===== config.mk =====
export PLATFORM = sky130hd
export DESIGN_NAME = imc_cmd_seq
export DESIGN_NICKNAME = d
export VERILOG_FILES = /design/src/rtl/imc_pkg.sv /design/src/rtl/imc_badrow_tbl.sv /design/src/rtl/imc_req_check.sv /design/src/rtl/imc_seq_fsm.sv /design/src/rtl/imc_cmd_seq.sv
export SDC_FILE = /design/constraint.sdc
export NUM_CORES = 1
export LEC_CHECK = 0
export BUFFER_PORTS_ARGS = -buffer_cell sky130_fd_sc_hd__buf_4
export CAP_MARGIN = 0
export CORE_MARGIN = 2
export CORE_UTILIZATION = 60
export CTS_BUF_LIST = sky130_fd_sc_hd__clkbuf_2
export DETAILED_ROUTE_END_ITERATION = 8
export PLACE_DENSITY = 0.88
export SYNTH_ARGS = -nofsm -noshare
export SYNTH_HDL_FRONTEND = slang
export SYNTH_SLANG_ARGS = --single-unit

===== constraint.sdc =====
create_clock -name clk -period 8.73 [get_ports clk]
set_input_delay 2.1825 -clock clk [delete_from_list [all_inputs] [get_ports clk]]
set_output_delay 2.1825 -clock clk [all_outputs]
set_load 0.1 [all_outputs]

===== src/rtl/imc_pkg.sv =====
package imc_pkg;
  typedef enum logic [1:0] {
    CMD_NOP = 2'd0,
    CMD_ACT = 2'd1,
    CMD_PRE = 2'd2
  } cmd_e;

  typedef enum logic [1:0] {
    OP_COPY = 2'd0,
    OP_AND  = 2'd1,
    OP_OR   = 2'd2,
    OP_RSVD = 2'd3
  } op_e;

  // offsets inside a subarray
  localparam int ZERO_OFS = 3;
  localparam int ONES_OFS = 4;
  // rows checked against the faulty-row table
  localparam int NQ = 7;
endpackage


===== src/rtl/imc_badrow_tbl.sv =====
module imc_badrow_tbl #(
  parameter int BANK_W = 3,
  parameter int ROW_W  = 16,
  parameter int DEPTH  = 8,
  parameter int NQ     = 7,
  localparam int IDX_W = $clog2(DEPTH)
) (
  input  logic                       clk,
  input  logic                       rst_n,
  input  logic                       wr_en,
  input  logic [IDX_W-1:0]           wr_idx,
  input  logic [BANK_W-1:0]          wr_bank,
  input  logic [ROW_W-1:0]           wr_row,
  input  logic                       wr_vld,
  input  logic [BANK_W-1:0]          q_bank,
  input  logic [NQ-1:0][ROW_W-1:0]   q_rows,
  input  logic [NQ-1:0]              q_mask,
  output logic                       hit
);
  logic [DEPTH-1:0] ent_hit;

  for (genvar e = 0; e < DEPTH; e++) begin : g_ent
    logic              vld_q;
    logic [BANK_W-1:0] bank_q;
    logic [ROW_W-1:0]  row_q;
    logic              we;

    assign we = wr_en && (wr_idx == IDX_W'(e));

    always_ff @(posedge clk or negedge rst_n) begin
      if (!rst_n) vld_q <= 1'b0;
      else if (we) vld_q <= wr_vld;
    end

    always_ff @(posedge clk) begin
      if (we) begin
        bank_q <= wr_bank;
        row_q  <= wr_row;
      end
    end

    always_comb begin
      ent_hit[e] = 1'b0;
      for (int q = 0; q < NQ; q++) begin
        if (vld_q && q_mask[q] && (bank_q == q_bank) && (row_q == q_rows[q]))
          ent_hit[e] = 1'b1;
      end
    end
  end

  assign hit = |ent_hit;
endmodule


===== src/rtl/imc_req_check.sv =====
module imc_req_check
  import imc_pkg::*;
#(
  parameter int ROW_W   = 16,
  parameter int SA_BITS = 9
) (
  input  logic [1:0]                 op,
  input  logic [ROW_W-1:0]           src_a,
  input  logic [ROW_W-1:0]           src_b,
  input  logic [ROW_W-1:0]           dst,
  output logic [NQ-1:0][ROW_W-1:0]   q_rows,
  output logic [NQ-1:0]              q_mask,
  output logic                       shape_ok
);
  localparam int SA_W = ROW_W - SA_BITS;

  logic [SA_W-1:0] sa_a, sa_b, sa_d;
  logic            is_logic;

  assign sa_a = src_a[ROW_W-1:SA_BITS];
  assign sa_b = src_b[ROW_W-1:SA_BITS];
  assign sa_d = dst[ROW_W-1:SA_BITS];
  assign is_logic = (op == OP_AND) || (op == OP_OR);

  always_comb begin
    q_rows[0] = src_a;
    q_rows[1] = src_b;
    q_rows[2] = dst;
    q_rows[3] = {sa_d, SA_BITS'(0)};
    q_rows[4] = {sa_d, SA_BITS'(1)};
    q_rows[5] = {sa_d, SA_BITS'(2)};
    q_rows[6] = (op == OP_OR) ? {sa_d, SA_BITS'(ONES_OFS)} : {sa_d, SA_BITS'(ZERO_OFS)};
    q_mask    = is_logic ? {NQ{1'b1}} : NQ'(7'b0000101);
    shape_ok  = (op != OP_RSVD) && (sa_a == sa_d) && (!is_logic || (sa_b == sa_d));
  end
endmodule


===== src/rtl/imc_seq_fsm.sv =====
module imc_seq_fsm
  import imc_pkg::*;
#(
  parameter int BANK_W  = 3,
  parameter int ROW_W   = 16,
  parameter int SA_BITS = 9,
  parameter int TICK_W  = 8
) (
  input  logic              clk,
  input  logic              rst_n,
  input  logic              start,
  input  logic              reject,
  input  logic [1:0]        op_i,
  input  logic [BANK_W-1:0] bank_i,
  input  logic [ROW_W-1:0]  src_a_i,
  input  logic [ROW_W-1:0]  src_b_i,
  input  logic [ROW_W-1:0]  dst_i,
  input  logic [TICK_W-1:0] ras_i,
  input  logic [TICK_W-1:0] rp_i,
  input  logic [TICK_W-1:0] close_i,
  output logic [1:0]        cmd_o,
  output logic [BANK_W-1:0] cmd_bank,
  output logic [ROW_W-1:0]  cmd_row,
  output logic              busy,
  output logic              done,
  output logic              err,
  output logic              idle
);
  localparam int SA_W = ROW_W - SA_BITS;

  typedef enum logic [1:0] {S_IDLE, S_CMD, S_WAIT, S_DONE} st_e;

  st_e               state_q, state_d;
  logic [2:0]        step_q, step_d;
  logic [1:0]        slot_q, slot_d;
  logic [TICK_W-1:0] cnt_q, cnt_d;
  logic              err_q;

  op_e               op_q;
  logic [BANK_W-1:0] bank_q;
  logic [ROW_W-1:0]  a_q, b_q, d_q;
  logic [TICK_W-1:0] ras_q, rp_q, close_q;

  logic [SA_W-1:0]   sa;
  logic [ROW_W-1:0]  c0, c1, c2, kst;
  logic [ROW_W-1:0]  row_first, row_second;
  logic [2:0]        last_step;
  logic [TICK_W-1:0] gap;

  // which rows the current step opens
  always_comb begin
    sa  = d_q[ROW_W-1:SA_BITS];
    c0  = {sa, SA_BITS'(0)};
    c1  = {sa, SA_BITS'(1)};
    c2  = {sa, SA_BITS'(2)};
    kst = (op_q == OP_OR) ? {sa, SA_BITS'(ONES_OFS)} : {sa, SA_BITS'(ZERO_OFS)};
    last_step = (op_q == OP_COPY) ? 3'd0 : 3'd4;
    unique case (step_q)
      3'd0:    begin row_first = a_q; row_second = (op_q == OP_COPY) ? d_q : c0; end
      3'd1:    begin row_first = b_q; row_second = c1;  end
      3'd2:    begin row_first = kst; row_second = c2;  end
      3'd3:    begin row_first = c1;  row_second = c2;  end
      default: begin row_first = c0;  row_second = d_q; end
    endcase
    unique case (slot_q)
      2'd0:    gap = ras_q;
      2'd1:    gap = rp_q;
      default: gap = close_q;
    endcase
  end

  // next state
  always_comb begin
    state_d = state_q;
    step_d  = step_q;
    slot_d  = slot_q;
    cnt_d   = cnt_q;
    unique case (state_q)
      S_IDLE: begin
        if (start) begin
          state_d = S_CMD;
          step_d  = 3'd0;
          slot_d  = 2'd0;
        end
      end
      S_CMD, S_WAIT: begin
        if ((state_q == S_CMD && gap != '0) ) begin
          state_d = S_WAIT;
          cnt_d   = gap;
        end else if (state_q == S_WAIT && cnt_q != TICK_W'(1)) begin
          cnt_d = cnt_q - TICK_W'(1);
        end else if (slot_q != 2'd3) begin
          state_d = S_CMD;
          slot_d  = slot_q + 2'd1;
        end else if (step_q == last_step) begin
          state_d = S_DONE;
        end else begin
          state_d = S_CMD;
          step_d  = step_q + 3'd1;
          slot_d  = 2'd0;
        end
      end
      default: state_d = S_IDLE;
    endcase
  end

  always_ff @(posedge clk or negedge rst_n) begin
    if (!rst_n) begin
      state_q <= S_IDLE;
      step_q  <= '0;
      slot_q  <= '0;
      cnt_q   <= '0;
      err_q   <= 1'b0;
    end else begin
      state_q <= state_d;
      step_q  <= step_d;
      slot_q  <= slot_d;
      cnt_q   <= cnt_d;
      err_q   <= reject;
    end
  end

  // request capture, enabled by the accepted handshake
  always_ff @(posedge clk) begin
    if (start) begin
      op_q    <= op_e'(op_i);
      bank_q  <= bank_i;
      a_q     <= src_a_i;
      b_q     <= src_b_i;
      d_q     <= dst_i;
      ras_q   <= ras_i;
      rp_q    <= rp_i;
      close_q <= close_i;
    end
  end

  always_comb begin
    cmd_o    = CMD_NOP;
    cmd_bank = '0;
    cmd_row  = '0;
    if (state_q == S_CMD) begin
      cmd_bank = bank_q;
      unique case (slot_q)
        2'd0:    begin cmd_o = CMD_ACT; cmd_row = row_first;  end
        2'd2:    begin cmd_o = CMD_ACT; cmd_row = row_second; end
        default: cmd_o = CMD_PRE;
      endcase
    end
  end

  assign busy = (state_q != S_IDLE);
  assign done = (state_q == S_DONE);
  assign idle = (state_q == S_IDLE);
  assign err  = err_q;
endmodule


===== src/rtl/imc_cmd_seq.sv =====
module imc_cmd_seq
  import imc_pkg::*;
#(
  parameter int BANK_W    = 3,
  parameter int ROW_W     = 16,
  parameter int SA_ROWS   = 512,
  parameter int TICK_W    = 8,
  parameter int TBL_DEPTH = 8,
  localparam int SA_BITS   = $clog2(SA_ROWS),
  localparam int TBL_IDX_W = $clog2(TBL_DEPTH)
) (
  input  logic                 clk,
  input  logic                 rst_n,
  input  logic                 req_valid,
  output logic                 req_ready,
  input  logic [1:0]           req_op,
  input  logic [BANK_W-1:0]    req_bank,
  input  logic [ROW_W-1:0]     req_src_a,
  input  logic [ROW_W-1:0]     req_src_b,
  input  logic [ROW_W-1:0]     req_dst,
  input  logic [TICK_W-1:0]    cfg_ras_ticks,
  input  logic [TICK_W-1:0]    cfg_rp_ticks,
  input  logic [TICK_W-1:0]    cfg_close_ticks,
  input  logic                 tbl_we,
  input  logic [TBL_IDX_W-1:0] tbl_idx,
  input  logic [BANK_W-1:0]    tbl_bank,
  input  logic [ROW_W-1:0]     tbl_row,
  input  logic                 tbl_vld,
  output logic [1:0]           cmd_o,
  output logic [BANK_W-1:0]    cmd_bank,
  output logic [ROW_W-1:0]     cmd_row,
  output logic                 busy,
  output logic                 done,
  output logic                 err
);
  logic [NQ-1:0][ROW_W-1:0] q_rows;
  logic [NQ-1:0]            q_mask;
  logic                     shape_ok, tbl_hit, accept, idle;

  imc_req_check #(.ROW_W(ROW_W), .SA_BITS(SA_BITS)) chk_u (
    .op(req_op), .src_a(req_src_a), .src_b(req_src_b), .dst(req_dst),
    .q_rows(q_rows), .q_mask(q_mask), .shape_ok(shape_ok)
  );

  imc_badrow_tbl #(.BANK_W(BANK_W), .ROW_W(ROW_W), .DEPTH(TBL_DEPTH), .NQ(NQ)) tbl_u (
    .clk(clk), .rst_n(rst_n), .wr_en(tbl_we), .wr_idx(tbl_idx), .wr_bank(tbl_bank),
    .wr_row(tbl_row), .wr_vld(tbl_vld), .q_bank(req_bank), .q_rows(q_rows),
    .q_mask(q_mask), .hit(tbl_hit)
  );

  assign accept    = req_valid && idle;
  assign req_ready = idle;

  imc_seq_fsm #(.BANK_W(BANK_W), .ROW_W(ROW_W), .SA_BITS(SA_BITS), .TICK_W(TICK_W)) fsm_u (
    .clk(clk), .rst_n(rst_n),
    .start(accept && shape_ok && !tbl_hit),
    .reject(accept && !(shape_ok && !tbl_hit)),
    .op_i(req_op), .bank_i(req_bank), .src_a_i(req_src_a), .src_b_i(req_src_b),
    .dst_i(req_dst), .ras_i(cfg_ras_ticks), .rp_i(cfg_rp_ticks), .close_i(cfg_close_ticks),
    .cmd_o(cmd_o), .cmd_bank(cmd_bank), .cmd_row(cmd_row),
    .busy(busy), .done(done), .err(err), .idle(idle)
  );
endmodule


# [After elaboration in Yosys (flattened, before gate mapping)]
# Index checks and enable logic that the tools add are counted.
[word_totals] ff_bits=253 latch_bits=0 mem_bits_rw=0 romBits=0 inputBits=104 out_inout_bits=25 wordCells=431 n_memories=0
[op_classes] add_sub_neg=3 multipliers=0 div_mod_pow=0 order_cmp=0 eq_ne=95 n_shift=0 mux=89 bitwise_logic=0 n_reduce_logical=207
[op_table] operator="16-bit equality test" n=56
[op_table] operator="1-bit logical AND" n=185
[op_table] operator="16-bit case mux with 4 select lines" n=1
[op_table] operator="1-bit 2-to-1 mux" n=56
[op_table] operator="16-bit case mux with 2 select lines" n=1
[op_table] operator="3-bit equality test" n=9
[op_table] operator="3-bit 2-to-1 mux" n=9
[op_table] operator="9-bit case mux with 3 select lines" n=1
[op_table] operator="2-bit 2-to-1 mux" n=12
[op_table] operator="16-bit 2-to-1 mux" n=1
[op_table] operator="8-bit 2-to-1 mux" n=2
[op_table] operator="8-bit case mux with 2 select lines" n=1
[op_table] operator="7-bit equality test" n=2
[op_table] operator="3-bit by 2-bit equality test with 1-bit output (second input constant)" n=4
[op_table] operator="3-bit equality test (second input constant)" n=4
[op_table] operator="2-bit inequality test (second input constant)" n=6
[op_table] operator="2-bit equality test (second input constant)" n=5
[op_table] operator="9-bit 2-to-1 mux" n=1
[op_table] operator="8-bit by 1-bit inequality test with 1-bit output (second input constant)" n=1
[op_table] operator="2-bit case mux with 2 select lines" n=2
[op_table] operator="8-bit nonzero test" n=1
[op_table] operator="8-bit OR reduction" n=1
[op_table] operator="8-bit by 1-bit subtractor with 8-bit output (second input constant)" n=1
[op_table] operator="7-bit 2-to-1 mux" n=1
[op_table] operator="16 further kinds" n=31

# [Depth between registers and ports, before layout]
# Gate-level depths: netlist of the first run.
[logic_depth] depth_word=18 ltp_mapped=13 mapped_depth_nobuf=11

# [Cells and area by module]
# A second synthesis of the first run with hierarchy kept.
[hier_totals] cells_unflattened=2209 area_unflattened_um2=22049.9
[by_module_without_submodules] module="imc_badrow_tbl" instances=1 cells_per_inst=1711 area_each_um2=16599.7 seq_area_each_um2=4764.6
[by_module_without_submodules] module="imc_seq_fsm" instances=1 cells_per_inst=350 area_each_um2=4346.7 seq_area_each_um2=2712.6
[by_module_without_submodules] module="imc_req_check" instances=1 cells_per_inst=144 area_each_um2=1078.5 seq_area_each_um2=0.0
[by_module_without_submodules] module="imc_cmd_seq" instances=1 cells_per_inst=4 area_each_um2=25.0 seq_area_each_um2=0.0

# [Worst setup path after synthesis of the first run]
# No wires, ideal clock.
[synth_timing] path_kind="input -> register" from="in req_op[0]" to="reg fsm_u.a_q[0], enable pin" setup_time_ns=0.443 arrival_ns=5.665 t_required_ns=8.287 slack_ns=2.621 stages=10 n_path_buf=1 cell_sequence="inv_1 ha_1 buf_2 a21oi_1 o21ai_0 o21ai_1 a222oi_1 o2111ai_2 nor4b_4 and2_1"
[synth_via] elab_chain_cells=15 elab_cells_between_ends=190 classes_between="eq/ne (11); mux (50); reduce/logical (129)"
[synth_rtl] element="start: declaration" line="imc_cmd_seq.sv:16" source="input logic [1:0] req_op,"
[synth_rtl] element="2-bit by 1-bit equality test with 1-bit output or 2-bit equality test (tied branches)" line="imc_req_check.sv:23, imc_req_check.sv:32"
[synth_rtl] element="1-bit logical OR" line="imc_req_check.sv:23" source="assign is_logic = (op == OP_AND) || (op == OP_OR);"
[synth_rtl] element="7-bit 2-to-1 mux" line="imc_req_check.sv:33" source="q_mask = is_logic ? {NQ{1'b1}} : NQ'(7'b0000101);"
[synth_rtl] element="1-bit logical AND (3 in series)" line="imc_badrow_tbl.sv:45" source="if (vld_q && q_mask[q] && (bank_q == q_bank) && (row_q == q_rows[q]))"
[synth_rtl] element="1-bit 2-to-1 mux (6 in series)" line="imc_badrow_tbl.sv:45"
[synth_rtl] element="8-bit OR reduction" line="imc_badrow_tbl.sv:51" source="assign hit = |ent_hit;"
[synth_rtl] element="1-bit logical NOT" line="imc_cmd_seq.sv:56" source=".start(accept && shape_ok && !tbl_hit),"
[synth_rtl] element="1-bit logical AND (*)" line="imc_cmd_seq.sv:56"
[synth_rtl] element="named net fsm_u.start" line="imc_seq_fsm.sv:11" source="input logic start,"
[synth_rtl] element="end signal: assignment" line="imc_seq_fsm.sv:128" source="a_q <= src_a_i;"
[synth_rtl] element="end: declaration" line="imc_seq_fsm.sv:41" source="logic [ROW_W-1:0] a_q, b_q, d_q;"
# Mark *: on every way through the listed nets, which the timed path passes. The rest lies on a longest branch.
# A chain may end at the register's enable or synchronous reset.

# [Worst setup path in the final report of the first run]
[layout_timing] from="reg fsm_u.slot_q[0]" to="out cmd_row[2]"
[layout_via] elab_chain_cells=3 elab_cells_between_ends=4 classes_between="eq/ne (1); mux (2); reduce/logical (1)"
[layout_rtl] element="start: declaration" line="imc_seq_fsm.sv:35" source="logic [1:0] slot_q, slot_d;"
[layout_rtl] element="start signal: assignment" line="imc_seq_fsm.sv:117" source="slot_q <= slot_d;"
[layout_rtl] element="2-bit equality test or 2-bit logical NOT (tied branches)" line="imc_seq_fsm.sv:143" source="unique case (slot_q)"
[layout_rtl] element="16-bit case mux with 2 select lines (*)" line="imc_seq_fsm.sv:143"
[layout_rtl] element="16-bit 2-to-1 mux (*)" line="imc_seq_fsm.sv:141" source="if (state_q == S_CMD) begin"
[layout_rtl] element="end: declaration" line="imc_cmd_seq.sv:31" source="output logic [ROW_W-1:0] cmd_row,"
# Mark *: on every way between the ends. The rest lies on a longest branch, timed or not.

==> results.md, run 1 <==
| Metric | Reported | Unit |
|---|---|---|
| Status | completed | - |
| Critical R2R Launch | fsm_u.slot_q[0] | - |
| Type of destination of the critical path | primary output | - |
| Multi-input logic area | 6540 | µm² |
| Standard-cell row count | 56 | - |
| Number of standard cells in the final layout excluding fillers | 1,697 | - |
| Number of maximum-capacitance constraint violations | 0 | - |
| Number of hold violations in the final report | 0 | - |
| Startpoint types | register | - |
| Maximum clock frequency | 175 | MHz |
| Sequential Area | 7480 | µm² |
| Number of clock buffers inserted by TritonCTS | 67 | - |
| Net total in the final layout | 1,451 | - |
| Floorplan Core Area | 23,600 | µm² |
| Clock slew at the register clock pins of the worst setup and hold paths | 0.11 | ns |
| Endpoint of the worst-slack reg-to-reg timing path | fsm_u.step_q[2] | - |
| Slack of the worst reg-to-reg path | 5.03 | ns |
| Floorplan die width | 159 | µm |
| Most frequent standard cell in the layout excluding fill and tap cells | xor2_1 | - |
| Port Buffer Count | 128 | - |
| Remaining DRCs | 0 | - |
| Register area share after synthesis | 51.6 | % |
| Count of pins on the block boundary | 129 | - |
| Number of violations reported at the end of detailed-routing iteration 0 | 1,148 | - |
| First-pass GRT wire length | 60,400 | µm |
| Routed length per instance | 23.6 | µm |
| Remaining max-slew budget at the tightest pin | 21.7 | % |
| Quantity of hold-fixing buffers added after cts | 0 | - |
| Number of enable-type register cells in the synthesized netlist | 229 | - |
| Post-synth design cell area | 14,500 | µm² |
| Number of antenna-violating nets in the routed design | 0 | - |
| Die span in y | 159 | µm |
| Die footprint | 25,400 | µm² |
| Post-synthesis net count | 1,320 | - |
| Number of global-route vias before repair | 10,643 | - |
| Global-route total usage across every layer | 31.1 | % |
| Vias per std cell | 6.19 | - |
| Effective utilization at floorplan | 61.4 | % |
| Layout-stage area growth over the synthesis result | 10.9 | % |
| Number of different library cells in the post-synthesis netlist | 58 | - |
| RSZ-0062 raised after global routing | false | - |
| Number of cells in the design after placement | 1,579 | - |
| Setup TNS | 0 | ns |
| Worst Reg-to-Reg Cells | 11 | - |
| Number of detailed-routing iterations run before antenna repair | 5 | - |
| Min Tclk post-route | 5.71 | ns |
| Number of storage elements in the synthesis netlist | 253 | - |
| Critical Path Sink | cmd_row[2] | - |
| CP required | 6.55 | ns |
| Total routed wirelength | 40,000 | µm |
| Leakage power figure | 5.76 | nW |
| Initial antenna violation count | 2 | - |
| Largest fanout of any net on the critical path | 15 | - |
| Worst IR drop on VDD | 0.0838 | mV |
| Vias post-DR | 10,500 | - |
| TritonCTS clock tree | yes | - |
| Number of buffers on the longest clock path | 3 | - |
| DP HPWL | 30,200 | µm |
| Pins over their slew limit | 0 | - |
| Worst setup path category | reg2out | - |
| Total of cells resized after clock tree synthesis | 0 | - |
| Synth warnings | 0 | - |
| Arrival time worst endpoint | 3.53 | ns |
| CTS H-tree lvls | 3 | - |
| Post-synthesis area per instance | 12.1 | µm² |
| Filler cell count in the final layout | 1,721 | - |
| Final setup violation count | 0 | - |
| Fraction of final layout cells sized beyond drive strength 1 | 18.2 | % |
| Most used DFF post-synth | edfxtp_1 | - |
| Leftover overflow at the end of global routing | 0 | - |
| Fraction of synthesis flops using an asynchronous set or reset pin | 9.49 | % |
| Maximum number of pins on one net before global-route repair | 78 | - |
| Number of setup buffers added after CTS | 0 | - |
| Most used cells in the layout excluding fill and tap cells | 300 x xor2_1, 229 x edfxtp_1, 133 x buf_4, 123 x xnor2_1, 84 x clkbuf_2 | - |
| Crit share post-route | 65.4 | % |
| Global placement routability congestion | 0.966 | - |
| Hold/Removal Path Class | reg2reg | - |
| Power density over the cells | 156 | nW/µm² |
| Clock latency at the later pin of the worst-skew pair | 0.85 | ns |
| # clock sinks | 253 | - |
| Clock skew | 0.0648 | ns |
| Transition time at the pin with the least slew margin | 1.17 | ns |
| Master cell of the clock root buffer | clkbuf_2 | - |
| Launching instance or port of the critical path | fsm_u.slot_q[0] | - |
| Cells after Synth | 1,198 | - |
-- how the worst min path moves through the flow --
stage / start / end / slack [ns] / depth (start not counted)
floorplan: tbl_u.g_ent[3].vld_q / tbl_u.g_ent[3].vld_q / 0.47 / 1
global placement: tbl_u.g_ent[3].vld_q / tbl_u.g_ent[3].vld_q / 0.48 / 1
detailed placement: tbl_u.g_ent[6].vld_q / tbl_u.g_ent[6].vld_q / 0.50 / 1
CTS: tbl_u.g_ent[6].vld_q / tbl_u.g_ent[6].vld_q / 0.52 / 1
global route: tbl_u.g_ent[0].vld_q / tbl_u.g_ent[0].vld_q / 0.54 / 1
finish: tbl_u.g_ent[6].vld_q / tbl_u.g_ent[6].vld_q / 0.52 / 1
-- per-stage QoR --
stage	cell area (µm²)	hold WS, ns	setup WS [ns]	util (%)	power [W]
final	16100	0.520	3.02	68.1	0.00250
after global routing	16100	0.544	2.74	68.1	0.00260
after CTS	16100	0.521	2.95	68.1	0.00251
after detailed placement	15500	0.501	3.10	65.5	0.00170
after global placement	15500	0.482	3.22	65.5	0.00169
after floorplan	14500	0.473	2.62	-	0.00159
-- synth_stat cells (all sizes together) (2+ instances only) --
master | count | share of area (%)
a22o | 20 | 1.2
edfxtp | 229 | 47
or2b | 5 | 0.26
nor2 | 51 | 1.3
ha | 18 | 1.6
xor2 | 300 | 18
nor4b | 2 | 0.22
o311ai | 2 | 0.12
a22oi | 17 | 0.88
and2 | 6 | 0.26
or4 | 8 | 0.41
nand2b | 9 | 0.44
a21oi | 37 | 1.3
xnor2 | 123 | 7.4
nor2b | 8 | 0.35
mux2 | 10 | 0.80
dfrtp | 24 | 4.1
a222oi | 2 | 0.14
clkbuf | 16 | 0.42
o22ai | 3 | 0.17
o21ai | 33 | 1.1
nor4 | 79 | 3.5
or3 | 3 | 0.13
nand3 | 8 | 0.28
a211oi | 3 | 0.16
nor3 | 24 | 0.83
mux2i | 5 | 0.35
inv | 13 | 0.34
nand4 | 47 | 2.0
nand2 | 19 | 0.49
buf | 55 | 2.7
o311a | 3 | 0.21
-- report_power, final --
| part | total, W | switching, W | internal [W] |
|---|---|---|---|
| clock | 0.000825 | 0.000497 | 0.000329 |
| sequential | 0.00139 | 0.0000371 | 0.00135 |
| combinational | 0.000288 | 0.000167 | 0.000121 |
| total | 0.00250 | 0.000701 | 0.00180 |
-- registers in the layout (all words and copies together), names as in the netlist --
| signal | count |
|---|---|
| fsm_u.rp_q | 8 |
| fsm_u.err | 1 |
| fsm_u.bank_q | 3 |
| tbl_u.g_ent.bank_q | 24 |
| fsm_u.d_q | 16 |
| fsm_u.state_q | 2 |
| tbl_u.g_ent.row_q | 128 |
| fsm_u.b_q | 16 |
| fsm_u.a_q | 16 |
| fsm_u.slot_q | 2 |
| fsm_u.ras_q | 8 |
| fsm_u.close_q | 8 |
| fsm_u.op_q | 2 |
| fsm_u.cnt_q | 8 |
| fsm_u.step_q | 3 |
| tbl_u.g_ent.vld_q | 8 |
-- critical path, cell delays in order (launching register included) --
cell and delay (ns):
dfrtp_1 0.43, inv_1 0.12, ha_1 0.57, nor2b_1 0.88, nor2b_1 0.22, a21oi_1 0.05, nor2_1 0.12, buf_4 0.31
-- logic make-up after synthesis --
logic type                 synth area share, %
xor gates and xnor gates                  25.6
and+or+nand+nor                           10.7
DFF                                       51.6
AOI/OAI and AO/OA                         6.02
buffers and inverters                     3.43
adders and majority gates                 1.55
muxes                                     1.15
-- final cells by class --
cell class | count | share of cell area [%]
diodes | 2 | 0.0311
inverters | 13 | 0.304
clock buffers | 84 | 2.62
flip-flops and latches | 253 | 46.5
repair buffers | 133 | 6.21
multi-input cells | 861 | 40.7
well taps | 319 | 2.48
clock inverters | 32 | 1.14
-- layer usage --
| metal | GRT usage (%) | routed length (µm) | up-vias | part of all wire, % |
|---|---|---|---|---|
| li1 | - | - | 4623 | - |
| met1 | 40.2 | 15800 | 5156 | 40 |
| met2 | 52.1 | 19200 | 603 | 48 |
| met3 | 5.70 | 3390 | 118 | 8.5 |
| met4 | 12.6 | 1560 | 0 | 3.9 |
| met5 | 0 | 0 | - | 0 |
Power figures use the tool's default switching activity.
==> run 2: changes to the inputs <==
--- a/config.mk
+++ b/config.mk
@@ -5,13 +5,14 @@
 export SDC_FILE = /design/constraint.sdc
 export NUM_CORES = 1
 export LEC_CHECK = 0
+export ABC_AREA = 1
 export BUFFER_PORTS_ARGS = -buffer_cell sky130_fd_sc_hd__buf_4
 export CAP_MARGIN = 0
 export CORE_MARGIN = 2
-export CORE_UTILIZATION = 60
+export CORE_UTILIZATION = 57
 export CTS_BUF_LIST = sky130_fd_sc_hd__clkbuf_2
 export DETAILED_ROUTE_END_ITERATION = 8
-export PLACE_DENSITY = 0.88
+export PLACE_DENSITY = 0.87
 export SYNTH_ARGS = -nofsm -noshare
 export SYNTH_HDL_FRONTEND = slang
 export SYNTH_SLANG_ARGS = --single-unit
==> constraint.sdc (replaced) <==
create_clock -name clk -period 4.7 [get_ports clk]
set_input_delay 1.175 -clock clk [delete_from_list [all_inputs] [get_ports clk]]
set_output_delay 1.175 -clock clk [all_outputs]
set_load 0.1 [all_outputs]
==> run 2 against run 1 <==
Count of clock-buffer cells in the layout rose by 4. Synthesized cell count rose by 67%. Synthesized area rose by 11%. Clock skew rose by 0.028 ns. Combinational power rose to 8.7 times the previous value. Largest cell class is now multi-input combinational cells. Sequential share of layout area fell by 4.8 points. Clock power rose by 100%. Critical endpoint is now cmd_row[7]. Die area rose by 17%. Wire length rose by 30%.
==> results.md, run 2 <==
| Metric | Reported | Unit | Delta |
|---|---|---|---|
| Clock latency at the later pin of the worst-skew pair | 0.88 | ns | was 0.85 ns |
| Synth warnings | 0 | - | unchanged |
| Number of setup buffers added after CTS | 0 | - | unchanged |
| Port Buffer Count | 128 | - | unchanged |
| Complex-gate fraction of the synthesized area | 4.77 | % | was 6.02% |
| Synth top area cells | edfxtp_1 43%, nand2_1 17%, xor2_1 9.5%, nor2_1 6.1%, inv_1 3.8% | - | was edfxtp_1 47%, xor2_1 18%, xnor2_1 7.4%, dfrtp_1 4.1%, nor4_1 3.4% |
| Leakage power figure | 8.14 | nW | was 5.76 nW |
| Max reg flops | 128 | - | unchanged |
| Post-synthesis xor/xnor area fraction | 13.3 | % | was 25.6% |
| First-pass GRT wire length | 76,500 | µm | was 60,400 µm |
| Arrival time worst endpoint | 3.22 | ns | was 3.53 ns |
| Worst IR drop on VDD | 0.243 | mV | was 0.0838 mV |
| Number of enable-type register cells in the synthesized netlist | 229 | - | unchanged |
| Number of different library cells in the post-synthesis netlist | 47 | - | was 58 |
| Fraction of final layout cells sized beyond drive strength 1 | 13.7 | % | was 18.2% |
| Share of Yosys cell area claimed by the top area cell type | 42.6 | % | was 47.4% |
| Setup TNS | 0 | ns | unchanged |
| # clock sinks | 253 | - | unchanged |
| Vias post-DR | 14,293 | - | was 10,500 |
| Pins over their slew limit | 0 | - | unchanged |
| Floorplan Core Area | 27,900 | µm² | was 23,600 µm² |
| Min Tclk post-route | 4.40 | ns |  |
| Remaining max-slew budget at the tightest pin | 34.4 | % | was 21.7% |
| Number of clock buffers inserted by TritonCTS | 66 | - | was 67 |
| Floorplan die width | 172 | µm | was 159 µm |
| Count of pins on the block boundary | 129 | - | unchanged |
| CTS H-tree lvls | 3 | - | unchanged |
| Hold/Removal Path Class | in2async | - | was reg2reg |
| Filler cell count in the final layout | 2,346 | - | was 1,721 |
| Number of antenna-violating nets in the routed design | 0 | - | unchanged |
| Dominant combinational cell family by area after synthesis | simple AND/OR/NAND/NOR gates | - | was XOR/XNOR gates |
| DP HPWL | 38,700 | µm | was 30,200 µm |
| Post-synthesis area per instance | 8.08 | µm² | was 12.1 µm² |
| Vias per std cell | 5.58 | - | was 6.19 |
| Number of global-route vias before repair | 13,336 | - | was 10,643 |
| Standard-cell row count | 61 | - | was 56 |
| Post-synthesis net count | 2,123 | - | was 1,320 |
| Die span in y | 172 | µm | was 159 µm |
| Master cell of the clock root buffer | clkbuf_2 | - | unchanged |
| Maximum number of pins on one net before global-route repair | 75 | - | was 78 |
| Multiplexer area fraction after synthesis | 0 | % | was 1.15% |
| Power density over the cells | 385 | nW/µm² | was 156 nW/µm² |
| Slack of the worst reg-to-reg path | 1.70 | ns | was 5.03 ns |
| Worst Path Buf+Inv | 3 | - | was 2 |
| Top cell types by occurrence after synthesis | 733 x nand2_1, 262 x nor2_1, 229 x edfxtp_1, 176 x xor2_1, 163 x inv_1 | - | was 300 x xor2_1, 229 x edfxtp_1, 123 x xnor2_1, 78 x nor4_1, 51 x nor2_1 |
| Largest stage delay on the critical path | 0.46 | ns | was 0.88 ns |
| Worst setup path category | reg2out | - | unchanged |
| Most numerous cell in the Yosys netlist | nand2_1 | - | was xor2_1 |
| Number of hold violations in the final report | 0 | - | unchanged |
| Largest fanout of any net on the critical path | 18 | - | was 15 |
| Number of violations reported at the end of detailed-routing iteration 0 | 1,925 | - | was 1,148 |
| Crit share post-route | 93.6 | % |  |
| Number of buffers on the longest clock path | 3 | - | unchanged |
| Fraction of synthesis flops using an asynchronous set or reset pin | 9.49 | % | unchanged |
| Maximum clock frequency | 227 | MHz |  |
| Post-synthesis adder-cell area fraction | 1.39 | % | was 1.55% |
| Crit-path cells | inv_1, ha_1, nand2_1, clkinvlp_4, nor3_1, a21oi_1, nor2_2, nand2_1, a21oi_1, buf_4 | - | was inv_1, ha_1, nor2b_1, nor2b_1, a21oi_1, nor2_1, buf_4 |
| Cells after Synth | 2,001 | - | was 1,198 |
| RSZ-0062 raised after global routing | false | - | unchanged |
| Leftover overflow at the end of global routing | 0 | - | unchanged |
| Clock skew | 0.0925 | ns | was 0.0648 ns |
| Total routed wirelength | 52,100 | µm | was 40,000 µm |
| Layout-stage area growth over the synthesis result | 11.0 | % | was 10.9% |
| Initial antenna violation count | 2 | - | unchanged |
| Basic-gate share of the synthesized area counting and, or, nand and nor cells | 27.1 | % | was 10.7% |
| Biggest register | tbl_u.g_ent.row_q | - | unchanged |
| Startpoint types | register | - | unchanged |
| Number of storage elements in the synthesis netlist | 253 | - | unchanged |
| Most used DFF post-synth | edfxtp_1 | - | unchanged |
| CP required | 3.52 | ns | was 6.55 ns |
| Leading registers by flop count | tbl_u.g_ent.row_q: 128 flops, tbl_u.g_ent.bank_q: 24 flops | - | unchanged |
| Most used cells in the layout excluding fill and tap cells | 733 x nand2_1, 253 x nor2_1, 229 x edfxtp_1, 176 x xor2_1, 162 x inv_1 | - | was 300 x xor2_1, 229 x edfxtp_1, 133 x buf_4, 123 x xnor2_1, 84 x clkbuf_2 |
| Sequential Area | 7480 | µm² | unchanged |
| Multi-input logic area | 7560 | µm² | was 6540 µm² |
| Clock slew at the register clock pins of the worst setup and hold paths | 0.13 | ns | was 0.11 ns |
| Status | completed | - | unchanged |
| Effective utilization at floorplan | 58.0 | % | was 61.4% |
| Register area share after synthesis | 46.3 | % | was 51.6% |
| Cell accounting for the most synthesized area | edfxtp_1 | - | unchanged |
| Most frequent standard cell in the layout excluding fill and tap cells | nand2_1 | - | was xor2_1 |
| Die footprint | 29,700 | µm² | was 25,400 µm² |
| Remaining DRCs | 0 | - | unchanged |
| Global-route total usage across every layer | 35.2 | % | was 31.1% |
| Final non-filler cell area | 17,900 | µm² | was 16,100 µm² |
| Post-synth design cell area | 16,200 | µm² | was 14,500 µm² |
| Number of detailed-routing iterations run before antenna repair | 6 | - | was 5 |
| TritonCTS clock tree | yes | - | unchanged |
| Quantity of hold-fixing buffers added after cts | 0 | - | unchanged |
| Routed length per instance | 20.3 | µm | was 23.6 µm |
| Crit-path slowest cell | dfrtp_1 | - | was nor2b_1 |
| Cell family with the largest share of critical-path delay | simple AND/OR/NAND/NOR gates | - | unchanged |
| Net total in the final layout | 2,260 | - | was 1,451 |
| Final total power | 0.00691 | W | was 0.00250 W |
| Number of maximum-capacitance constraint violations | 0 | - | unchanged |
| Transition time at the pin with the least slew margin | 0.982 | ns | was 1.17 ns |
| Final setup violation count | 0 | - | unchanged |
| Area of placed instances | 17,300 | µm² | was 15,500 µm² |
| Type of destination of the critical path | primary output | - | unchanged |
| Global placement routability congestion | 1.05 | - | was 0.966 |
==> run 2: cell types whose count changed after synthesis, sizes merged, moves of 12 or more <==
cell / delta
xor2: -123
xnor2: -56
nor4: -78
nand2: +723
a21oi: +18
inv: +176
nor2: +217
nand3: +30
nand4: -29
a22oi: -12
==> run 2: through the flow <==
step,hold slack [ns],instances,setup WS (ns),util (%)
floorplan,0.488,2001,0.298,-
global placement,0.503,2448,0.941,61.9
detailed placement,0.515,2448,0.893,61.9
CTS,0.166,2561,0.0472,64.3
global route,0.159,2562,0.0174,64.4
finish,0.184,2562,0.301,64.4
==> run 2: layout make-up <==
class,instances,share of cell area [%]
clock inverter,25,1.24
clock buffer,88,2.46
tap,378,2.64
sequential,253,41.7
antenna,1,0.0140
timing repair buffer,135,5.72
multi-input combinational,1490,42.2
inverter,192,4.08
==> run 2: power by group <==
group          internal, W  leakage, nW  switching, W
logic             0.000679         5.30       0.00183
clock network     0.000738        0.476      0.000950
registers          0.00258         2.36      0.000130
total              0.00399         8.14       0.00291
==> run 2: layer usage <==
layer	up-vias	global-route usage (%)	wire [µm]
li1	6619	-	-
met1	6619	47.4	20300
met2	924	54.6	23400
met3	129	9.29	6590
met4	2	13.2	1830
met5	-	0	10
==> run 2: what timing repair did <==
action / 4_1_cts / 5_1_grt
endpoints found under the setup margin: 0 / 10
endpoints found under the hold margin: 0 / 0
gates resized for setup: 0 / 3
==> run 2: cells by family after synthesis <==
group	Yosys count
buffers and inverters	258
adder cells (fa/ha/maj)	18
AND/OR/NAND/NOR	1100
flip-flops	253
XOR/XNOR	244
AO/OA/AOI/OAI	128
==> run 2: worst paths after layout <==
path	from	to	cells past startpoint
max	fsm_u.step_q[0]	cmd_row[7]	10
min reg2reg	fsm_u.step_q[1]	fsm_u.step_q[1]	2
max in group asynchronous	rst_n	tbl_u.g_ent[5].vld_q	1
min	rst_n	fsm_u.cnt_q[4]	1
max reg2reg	fsm_u.slot_q[0]	fsm_u.step_q[2]	14
min in group clk	cfg_close_ticks[2]	fsm_u.close_q[2]	1
==> run 2: worst register-to-register path, delay by kind of cell, from the launching register on <==
family	cells	cell delay [ns]
compound gates	2	0.54
fa+ha+maj	1	0.23
buf+inv	2	0.32
flops	1	0.47
simple gates	9	1.28
